## config.mk

```make
export PLATFORM = sky130hd
export DESIGN_NAME = ep0_ctrl_tracker
export DESIGN_NICKNAME = d
export VERILOG_FILES = /design/src/rtl/ep0_trk_pkg.sv /design/src/rtl/ep0_stage_fsm.sv /design/src/rtl/ep0_resp_store.sv /design/src/rtl/ep0_ctrl_tracker.sv
export SDC_FILE = /design/constraint.sdc
export NUM_CORES = 1
export LEC_CHECK = 0
export BUFFER_PORTS_ARGS = -buffer_cell sky130_fd_sc_hd__buf_2
export CORE_MARGIN = 3
export CORE_UTILIZATION = 36
export CTS_CLUSTER_SIZE = 30
export DETAILED_ROUTE_END_ITERATION = 8
export GPL_TIMING_DRIVEN = 0
export PLACE_DENSITY = 0.63
export SLEW_MARGIN = 20
export SYNTH_ARGS = -nofsm -noshare
export SYNTH_HDL_FRONTEND = slang
export SYNTH_SLANG_ARGS = --single-unit
```

## constraint.sdc

```tcl
create_clock -name clk -period 4.45 [get_ports clk]
set_clock_uncertainty 0.05 [all_clocks]
set_input_delay 0.6675 -clock clk [delete_from_list [all_inputs] [get_ports clk]]
set_output_delay 0.6675 -clock clk [all_outputs]
set_load 0.005 [all_outputs]
```

## src/rtl/ep0_trk_pkg.sv

```systemverilog
package ep0_trk_pkg;
  typedef enum logic [2:0] {
    ST_SETUP  = 3'd1,
    ST_IN     = 3'd2,
    ST_OUT    = 3'd3,
    ST_IN_END = 3'd4,
    ST_STALL  = 3'd5
  } ep0_stage_e;

  typedef enum logic [1:0] {
    RQ_OTHER  = 2'd0,
    RQ_STATUS = 2'd1,
    RQ_SEL    = 2'd2
  } ep0_req_e;

  localparam int STATUS_LEN = 2;
endpackage

```

## src/rtl/ep0_stage_fsm.sv

```systemverilog
module ep0_stage_fsm
  import ep0_trk_pkg::*;
#(
  parameter int LEN_W = 16,
  parameter int MAXP  = 64,
  parameter int PKT_W = 7
) (
  input  logic             clk,
  input  logic             rst_n,
  input  logic             bus_reset,
  input  logic             setup_evt,
  input  logic             setup_dir_in,
  input  logic [LEN_W-1:0] setup_len,
  input  logic             in_sent,
  input  logic [PKT_W-1:0] in_bytes,
  input  logic             in_ack,
  input  logic             out_rcv,
  input  logic [PKT_W-1:0] out_bytes,
  input  logic             stall_req,
  output ep0_stage_e       stage_o
);
  localparam int CNT_W = LEN_W + 1;

  ep0_stage_e       st_q;
  logic [CNT_W-1:0] cnt_q;
  logic [LEN_W-1:0] len_q;
  logic [CNT_W-1:0] sum_in, sum_out, len_ext;
  logic             in_last, out_done;

  assign len_ext  = {1'b0, len_q};
  assign sum_in   = cnt_q + CNT_W'(in_bytes);
  assign sum_out  = cnt_q + CNT_W'(out_bytes);
  assign in_last  = (sum_in >= len_ext) || (in_bytes < PKT_W'(MAXP));
  assign out_done = (sum_out >= len_ext);

  always_ff @(posedge clk or negedge rst_n) begin
    if (!rst_n) begin
      st_q  <= ST_SETUP;
      cnt_q <= '0;
      len_q <= '0;
    end else if (bus_reset) begin
      st_q  <= ST_SETUP;
      cnt_q <= '0;
    end else if (setup_evt) begin
      cnt_q <= '0;
      len_q <= setup_len;
      if (setup_len == '0) st_q <= ST_SETUP;
      else if (setup_dir_in) st_q <= ST_IN;
      else st_q <= ST_OUT;
    end else if (stall_req) begin
      st_q <= ST_STALL;
    end else begin
      unique case (st_q)
        ST_IN: if (in_sent) begin
          cnt_q <= sum_in;
          if (in_last) st_q <= ST_IN_END;
        end
        ST_IN_END: if (in_ack) st_q <= ST_SETUP;
        ST_OUT: if (out_rcv) begin
          cnt_q <= sum_out;
          if (out_done) st_q <= ST_SETUP;
        end
        default: st_q <= st_q;
      endcase
    end
  end

  assign stage_o = st_q;
endmodule

```

## src/rtl/ep0_resp_store.sv

```systemverilog
module ep0_resp_store
  import ep0_trk_pkg::*;
#(
  parameter int LEN_W     = 16,
  parameter int BUF_BYTES = 6
) (
  input  logic                   clk,
  input  logic                   rst_n,
  input  logic                   bus_reset,
  input  logic                   setup_evt,
  input  logic [1:0]             setup_kind,
  input  logic [LEN_W-1:0]       setup_len,
  input  logic                   self_pwr,
  input  logic                   wake_en,
  input  ep0_stage_e             stage,
  output logic                   tx_valid,
  input  logic                   tx_ready,
  output logic [7:0]             tx_data,
  input  logic                   rx_valid,
  output logic                   rx_ready,
  input  logic [7:0]             rx_data,
  output logic [8*BUF_BYTES-1:0] sel_buf
);
  localparam int IDX_W = $clog2(BUF_BYTES + 1);

  ep0_req_e         kind_q;
  logic [IDX_W-1:0] rd_q, wr_q, serve_q;
  logic [7:0]       mem [BUF_BYTES];
  logic             tx_fire, rx_fire, is_status;

  assign is_status = (ep0_req_e'(setup_kind) == RQ_STATUS);
  assign tx_valid  = (stage == ST_IN) && (kind_q == RQ_STATUS) && (rd_q < serve_q);
  assign rx_ready  = (stage == ST_OUT) && (kind_q == RQ_SEL) && (wr_q < IDX_W'(BUF_BYTES));
  assign tx_fire   = tx_valid && tx_ready && !bus_reset && !setup_evt;
  assign rx_fire   = rx_valid && rx_ready && !bus_reset && !setup_evt;

  always_ff @(posedge clk or negedge rst_n) begin
    if (!rst_n) begin
      kind_q  <= RQ_OTHER;
      rd_q    <= '0;
      wr_q    <= '0;
      serve_q <= '0;
    end else if (bus_reset) begin
      kind_q <= RQ_OTHER;
      rd_q   <= '0;
      wr_q   <= '0;
    end else if (setup_evt) begin
      kind_q  <= ep0_req_e'(setup_kind);
      rd_q    <= '0;
      wr_q    <= '0;
      serve_q <= (setup_len < LEN_W'(STATUS_LEN)) ? IDX_W'(setup_len) : IDX_W'(STATUS_LEN);
    end else begin
      if (tx_fire) rd_q <= rd_q + 1'b1;
      if (rx_fire) wr_q <= wr_q + 1'b1;
    end
  end

  for (genvar g = 0; g < BUF_BYTES; g++) begin : g_byte
    always_ff @(posedge clk or negedge rst_n) begin
      if (!rst_n) begin
        mem[g] <= '0;
      end else if (setup_evt && !bus_reset && is_status && g < STATUS_LEN) begin
        mem[g] <= (g == 0) ? {6'b0, wake_en, self_pwr} : 8'h00;
      end else if (rx_fire && wr_q == IDX_W'(g)) begin
        mem[g] <= rx_data;
      end
    end
    assign sel_buf[8*g +: 8] = mem[g];
  end

  always_comb begin
    tx_data = 8'h00;
    for (int i = 0; i < BUF_BYTES; i++)
      if (rd_q == IDX_W'(i)) tx_data = mem[i];
  end
endmodule

```

## src/rtl/ep0_ctrl_tracker.sv

```systemverilog
module ep0_ctrl_tracker
  import ep0_trk_pkg::*;
#(
  parameter int  LEN_W     = 16,
  parameter int  MAXP      = 64,
  parameter int  BUF_BYTES = 6,
  localparam int PKT_W     = $clog2(MAXP + 1)
) (
  input  logic                   clk,
  input  logic                   rst_n,
  input  logic                   bus_reset,
  input  logic                   setup_evt,
  input  logic                   setup_dir_in,
  input  logic [LEN_W-1:0]       setup_len,
  input  logic [1:0]             setup_kind,
  input  logic                   in_sent,
  input  logic [PKT_W-1:0]       in_bytes,
  input  logic                   in_ack,
  input  logic                   out_rcv,
  input  logic [PKT_W-1:0]       out_bytes,
  input  logic                   stall_req,
  input  logic                   self_pwr,
  input  logic                   wake_en,
  output logic                   tx_valid,
  input  logic                   tx_ready,
  output logic [7:0]             tx_data,
  input  logic                   rx_valid,
  output logic                   rx_ready,
  input  logic [7:0]             rx_data,
  output logic [2:0]             state,
  output logic                   stall_hs,
  output logic [8*BUF_BYTES-1:0] sel_buf
);
  ep0_stage_e stage;

  ep0_stage_fsm #(.LEN_W(LEN_W), .MAXP(MAXP), .PKT_W(PKT_W)) u_fsm (
    .clk(clk), .rst_n(rst_n), .bus_reset(bus_reset), .setup_evt(setup_evt),
    .setup_dir_in(setup_dir_in), .setup_len(setup_len), .in_sent(in_sent),
    .in_bytes(in_bytes), .in_ack(in_ack), .out_rcv(out_rcv), .out_bytes(out_bytes),
    .stall_req(stall_req), .stage_o(stage)
  );

  ep0_resp_store #(.LEN_W(LEN_W), .BUF_BYTES(BUF_BYTES)) u_store (
    .clk(clk), .rst_n(rst_n), .bus_reset(bus_reset), .setup_evt(setup_evt),
    .setup_kind(setup_kind), .setup_len(setup_len), .self_pwr(self_pwr),
    .wake_en(wake_en), .stage(stage), .tx_valid(tx_valid), .tx_ready(tx_ready),
    .tx_data(tx_data), .rx_valid(rx_valid), .rx_ready(rx_ready), .rx_data(rx_data),
    .sel_buf(sel_buf)
  );

  assign state    = stage;
  assign stall_hs = (stage == ST_STALL);
endmodule

```

==> results.md, run 1 <==
- CTS tree: built
- FP Rows: 47
- Critical path type: reg -> reg
- Synth cell types: 50
- IO Count: ~120
- DRT Pass-1 Iters: 5
- Crit path from: u_fsm.cnt_q[0]
- Total power: between 2 and 2.5 mW
- Reg clk slew, reported paths: 70 ps
- Root buffer cell: clkbuf_16
- Core region area: 16,800 µm²
- Post-CTS sizing: 0
- LEAKAGE: approximately 3.6 nW
- Synthesized net count: between 700 and 800
- Grt ovf: 0
- Largest buffer count on any clock path: 2
- Max IR drop VDD: 0.190 mV
- Proportion of synthesized area in mux cells: ~8.4%
- Post-Syn Instances: 685
- Final min period: 3930 ps
- Worst EP required: roughly 4600 ps
- Area share of the largest cell type after synthesis: a little under two fifths
- Top_reg_cell synth: dfrtp_1
- Sw Ratio: 29.7%
- Top cells by area, synth: dfrtp_1 38%, ha_1 12%, mux2_2 6.1%
- Routability cong.: 0.833
- Number of DRC markers in iteration 0: 343
- TritonCTS Sinks: 95
- Final #Nets: 923
- CP peak stage delay: 460 ps
- Largest family of logic cells by synthesized area: compound AO/OA/AOI/OAI gates
- Initial antenna violation count: 0
- Final setup viols: 0
- Simple-gate share of the synthesized area: 16.0%
- DRC viols: 0
- Final hold vios: 0
- Initial Utilization: between 30% and 40%
- Pin count of the biggest net entering global routing: between 50 and 60
- Vias/cell: between 5 and 6
- Sequential area share after synthesis: 38.1%
- R2R depth: 16
- Status: completed
- FF-to-FF Start: u_fsm.cnt_q[0]
- Most frequent CP cell: o21ai_0
- Area leader, netlist: dfrtp_1
- N_diodes: 0
- Vias in the first global route: 5,204
- Adder-cell area share of the yosys netlist: 12.3%
- Post-synth EDFFs: 0
- Crit share post-route: between 80% and 90%
- Async SR Flop Fraction: 100%
- Combinational share of power: 15.2%
- Slowest cell on the critical path: a221oi_1
- Worst setup EP type: flip-flop
- DP HPWL: about 14 mm
- RSZ-0062 raised after global routing: no
- Tightest Pin Transition: 659 ps
- CP max FO: 5
- Worst R2R Setup Slack: roughly 520 ps
- CP top delay family: compound AO/OA/AOI/OAI gates
- Max-slew violation count: 0
- Die width: 138 µm
- Psw: just under 600 µW
- Worst hold-check path type: in -> async
- Die Ht: ~140 µm
- Post-Syn Area: roughly 6200 µm²
- Avg WL per Cell: around 17 µm
- Overall routed net length: 17.3 mm
- CTS HTree Levels: 3
- GRT Util Overall: 18.4%
- Worst path bufs/invs: 1
- Die footprint: 19,000 µm²
- Xor/xnor share of the synthesized area: 4.63%
- CP startpoint kind: flip-flop
- Setup TNS: 0 ps
- Final Non-Filler Cells: just over 1,000
- Synth-to-layout area growth: 18.8%
- Ys Warns: 0
- Post-DRT Antenna Nets: 0
- Max-Cap Viols: 0
- Clk_lat worst skew: about 350 ps
- Placed cells: 1,019
- Internal power: roughly 1.4 mW
- Fmax: 0.255 GHz
- First-pass GRT wire length: 27.4 mm
- Path length in cells of the critical path: 16
- Post-CTS Setup Bufs: 0
- Critical Path Sink: u_fsm.stage_o[1]
- Post-CTS Hold Buffers: 0
- Fin Hold WS: 169 ps
- Sequential share of power: a little under half
- Max-slew headroom: 54.8%
- Layout cell share with drive strength beyond 1: between 20% and 30%
- Syn Area/Cell: 9.12 µm²
- Fillers: between 1,500 and 2,000
- Synth Register Bits: 95
- Post-synthesis compound-gate area fraction: 16.3%
- Reg2reg end: u_fsm.stage_o[1]
- Clock power frac: 39.3%
- CTS Buf Count: 9
- Vias post-DR: 5,389
- WP data arrival: 4100 ps
- CP Cell Sequence: ha_1 > inv_1 > fa_1 > nor2b_1 > o31a_1 > o211ai_1 > nor2_1 > xor2_1 > ha_1 > a21oi_1 > o21ai_0 > o21ai_0 > o21ai_0 > a21oi_1 > a221oi_1 > o21ai_0
- Port bufs: 113
- Power Dens Cells: 270 nW/µm²
==> worst min path at each step <==
| stage | start | endpoint | slack [ps] | depth (start not counted) |
|---|---|---|---|---|
| 2_1_floorplan | rst_n | u_fsm.cnt_q[0] | 320 | 0 |
| 3_3_place_gp | u_store.serve_q[2] | u_store.serve_q[2] | 430 | 2 |
| 3_5_place_dp | u_store.serve_q[0] | u_store.serve_q[0] | 440 | 2 |
| 4_1_cts | rst_n | u_store.sel_buf[12] | 180 | 1 |
| 5_1_grt | rst_n | u_store.sel_buf[12] | 180 | 1 |
| 6_report | rst_n | u_store.sel_buf[13] | 170 | 1 |
==> routing by layer <==
layer  GRT usage [%]  wire length, µm
met2            30.9             8310
met1            24.7             7760
met3            3.14              987
met5               0                0
met4            4.67              274
==> cells in the mapped netlist (all sizes together), types with 7 or more instances <==
| library cell | instances |
|---|---|
| nand4 | 9 |
| nand3 | 14 |
| mux2 | 34 |
| a22oi | 16 |
| o21ai | 75 |
| a21oi | 36 |
| mux2i | 14 |
| o211ai | 7 |
| inv | 34 |
| clkbuf | 21 |
| nand2 | 85 |
| a211oi | 8 |
| ha | 58 |
| nor2 | 57 |
| a31oi | 9 |
| or3 | 9 |
| xor2 | 13 |
| and3 | 7 |
| buf | 10 |
| xnor2 | 20 |
| dfrtp | 94 |
==> final cells by class <==
class	count	area, µm²	share of cell area [%]
Inverter	34	128	1.72
Clock inverter	7	73.8	0.995
Timing Repair Buffer	114	599	8.08
Buffer	31	149	2.01
Clock buffer	9	225	3.04
Sequential cell	95	2380	32.1
Multi-Input combinational cell	525	3590	48.4
Tap cell	220	275	3.71
==> power by group through the flow <==
stage / Clock, mW / Combinational [mW] / Sequential [mW]
final: 0.786 / 0.304 / 0.912
after global routing: 0.834 / 0.347 / 0.915
after CTS: 0.798 / 0.307 / 0.912
after detailed placement: 0 / 0.305 / 0.929
after global placement: 0 / 0.297 / 0.928
after floorplan: 0 / 0.175 / 0.924
==> cell families (layout without fill, tap and decap cells) <==
family,count (synthesis),in the layout
and+or+nand+nor,214,214
AOI/OAI and AO/OA,170,170
DFF,95,95
buffers and inverters,65,195
adders and majority gates,60,60
muxes,48,48
xor gates and xnor gates,33,33
==> flip-flops by register name, indices dropped and copies added, names as in the netlist <==
register,count
u_store.sel_buf,48
u_fsm.cnt_q,17
u_fsm.len_q,16
u_fsm.stage_o,3
u_store.rd_q,3
u_store.serve_q,3
u_store.wr_q,3
u_store.kind_q,2
==> cells in the final DEF, fill, tap and decap left out, drive strengths merged, types with 13 or more instances in the layout <==
master  Yosys  layout
buf        10     124
dfrtp      94      94
nand2      85      85
o21ai      75      75
ha         58      58
nor2       57      57
inv        34      37
a21oi      36      36
mux2       34      34
clkbuf     21      30
xnor2      20      20
a22oi      16      16
mux2i      14      14
nand3      14      14
xor2       13      13
==> metrics by stage <==
step	setup WS (ps)	instance area [µm²]	util [%]
3_5_place_dp	186	7120	42.5
5_1_grt	202	7420	44.3
6_report	522	7420	44.3
2_1_floorplan	909	6250	-
3_3_place_gp	203	7090	42.3
4_1_cts	527	7420	44.3
Note: power is estimated with default switching activity, not from simulation.
==> inputs of run 2 (changes only) <==
MAX_ROUTING_LAYER = met4   (was default)
==> results.md, run 2 (synthesis results as in run 1) <==
- Post-DRT Antenna Nets: 0 (unchanged)
- Critical Path Sink: u_fsm.stage_o[1] (unchanged)
- Fmax: 0.255 GHz (about the same)
- Initial antenna violation count: 0 (unchanged)
- DP HPWL: 13.7 mm (unchanged)
- Port bufs: 113 (unchanged)
- Avg WL per Cell: 16.8 µm (was 16.7 µm)
- Max-slew violation count: 0 (unchanged)
- Reg2reg end: u_fsm.stage_o[1] (unchanged)
- Post-CTS sizing: 0 (unchanged)
- CP startpoint kind: flip-flop (unchanged)
- Worst setup EP type: flip-flop (unchanged)
- Routability cong.: 0.846 (was 0.833)
- Max-slew headroom: 54.4% (was 54.8%)
- Final WS setup: 525 ps (was 522 ps)
- Vias post-DR: 5,391 (was 5,389)
- DRT Pass-1 Iters: 4 (was 5)
- CTS tree: built (unchanged)
- Pin count of the biggest net entering global routing: 56 (unchanged)
- FF-to-FF Start: u_fsm.cnt_q[0] (unchanged)
- RSZ-0062 raised after global routing: no (unchanged)
- Worst R2R Setup Slack: 520 ps (about the same)
- Post-CTS Hold Buffers: 0 (unchanged)
- Power Dens Cells: 270 nW/µm² (about the same)
- R2R depth: 16 (unchanged)
- FP Rows: 47 (unchanged)
- Vias in the first global route: 5,196 (was 5,204)
- Critical path type: reg -> reg (unchanged)
- Final #Nets: 923 (unchanged)
- Die width: 138 µm (unchanged)
- N_diodes: 0 (unchanged)
- DRC viols: 0 (unchanged)
- Status: completed (unchanged)
- Initial Utilization: 37.3% (unchanged)
- WP data arrival: 4100 ps (about the same)
- Max reg flops: 48 (unchanged)
- Post-CTS Setup Bufs: 0 (unchanged)
- Die footprint: 19,000 µm² (unchanged)
- Largest buffer count on any clock path: 2 (unchanged)
- Max-Cap Viols: 0 (unchanged)
- Overall routed net length: 17.4 mm (was 17.3 mm)
- Layout cell share with drive strength beyond 1: 21.8% (unchanged)
- Commonest non-fill, non-tap cells in the layout: 114 x buf_2, 94 x dfrtp_1, 84 x nand2_1 (unchanged)
- Crit path from: u_fsm.cnt_q[0] (unchanged)
- Reg clk slew, reported paths: 70 ps (about the same)
- Worst hold-check path type: in -> async (unchanged)
- Number of DRC markers in iteration 0: 337 (was 343)
- Setup TNS: 0 ps (unchanged)
- IO Count: 115 (unchanged)
- Vias/cell: 5.21 (about the same)
- GRT Util Overall: 19.0% (was 18.4%)
- Final setup viols: 0 (unchanged)
- Post-Place Setup Slack: 186 ps (unchanged)
- Final core utilization: 44.3% (unchanged)
- Most common cell after layout, fill and taps aside: buf_2 (unchanged)
- First-pass GRT wire length: 27.4 mm (about the same)
- CTS Buf Count: 9 (unchanged)
- Max IR drop VDD: 0.189 mV (was 0.190 mV)
- TritonCTS Sinks: 95 (unchanged)
- Root buffer cell: clkbuf_16 (unchanged)
- Final min period: 3930 ps (about the same)
- Final hold vios: 0 (unchanged)
- Core region area: 16,800 µm² (unchanged)
- LEAKAGE: 3.60 nW (unchanged)
- Fillers: 1,668 (unchanged)
- Worst EP required: 4620 ps (about the same)
- Grt ovf: 0 (unchanged)
- CP max FO: 5 (unchanged)
- Crit share post-route: 88.2% (was 88.3%)
- Die Ht: 138 µm (unchanged)
- Fin Hold WS: 170 ps (was 169 ps)
- CTS HTree Levels: 3 (unchanged)
- Clk_lat worst skew: 350 ps (about the same)
- Tightest Pin Transition: 665 ps (was 659 ps)
- Synth-to-layout area growth: 18.8% (unchanged)
-- run 2: cell counts in the layout (fill, tap and decap cells not counted) --
Identical to the previous run, type by type.
-- run 2: final cells by class --
type,instances,area [µm²],share of cell area (%)
multi-input combinational,525,3590,48.4
sequential,95,2380,32.1
timing repair buffer,114,599,8.08
tap,220,275,3.71
clock buffer,9,225,3.04
buffer,31,149,2.01
inverter,34,128,1.72
clock inverter,7,73.8,0.995
-- run 2: layer usage --
metal	part of all wire [%]	global-route usage, %	vias up
li1	-	-	2682
met1	45	24.8	2542
met2	48	30.9	149
met3	5.6	3.10	18
met4	1.6	4.67	0
met5	0	-	-
-- run 2: worst min-delay path by stage --
stage,endpoint,slack [ps]
after global placement,u_store.serve_q[2],430
after detailed placement,u_store.serve_q[0],440
after floorplan,u_fsm.cnt_q[0],320
final,u_store.sel_buf[13],170
after global routing,u_store.sel_buf[12],180
after CTS,u_store.sel_buf[12],180
-- run 2: critical path, cell delays in order, from the launching register on --
cell      delay [ps]
dfrtp_1          380
ha_1             190
inv_1             60
fa_1             390
nor2b_1          170
o31a_1           270
o211ai_1         260
nor2_1           220
xor2_1           100
ha_1             290
a21oi_1           50
o21ai_0          360
o21ai_0          150
o21ai_0          160
a21oi_1           90
a221oi_1         460
o21ai_0          130
-- run 2: power by group --
| part | switching (mW) | total (mW) | internal [mW] |
|---|---|---|---|
| clock network | 0.390 | 0.788 | 0.397 |
| logic | 0.187 | 0.305 | 0.118 |
| registers | 0.0193 | 0.912 | 0.893 |
-- run 2: per-stage QoR --
stage / total power, mW / cell area [µm²] / cells
3_3_place_gp: 1.23 / 7090 / 1018
6_report: 2.00 / 7420 / 1035
5_1_grt: 2.10 / 7420 / 1035
2_1_floorplan: 1.10 / 6250 / 685
3_5_place_dp: 1.23 / 7120 / 1019
4_1_cts: 2.02 / 7420 / 1035
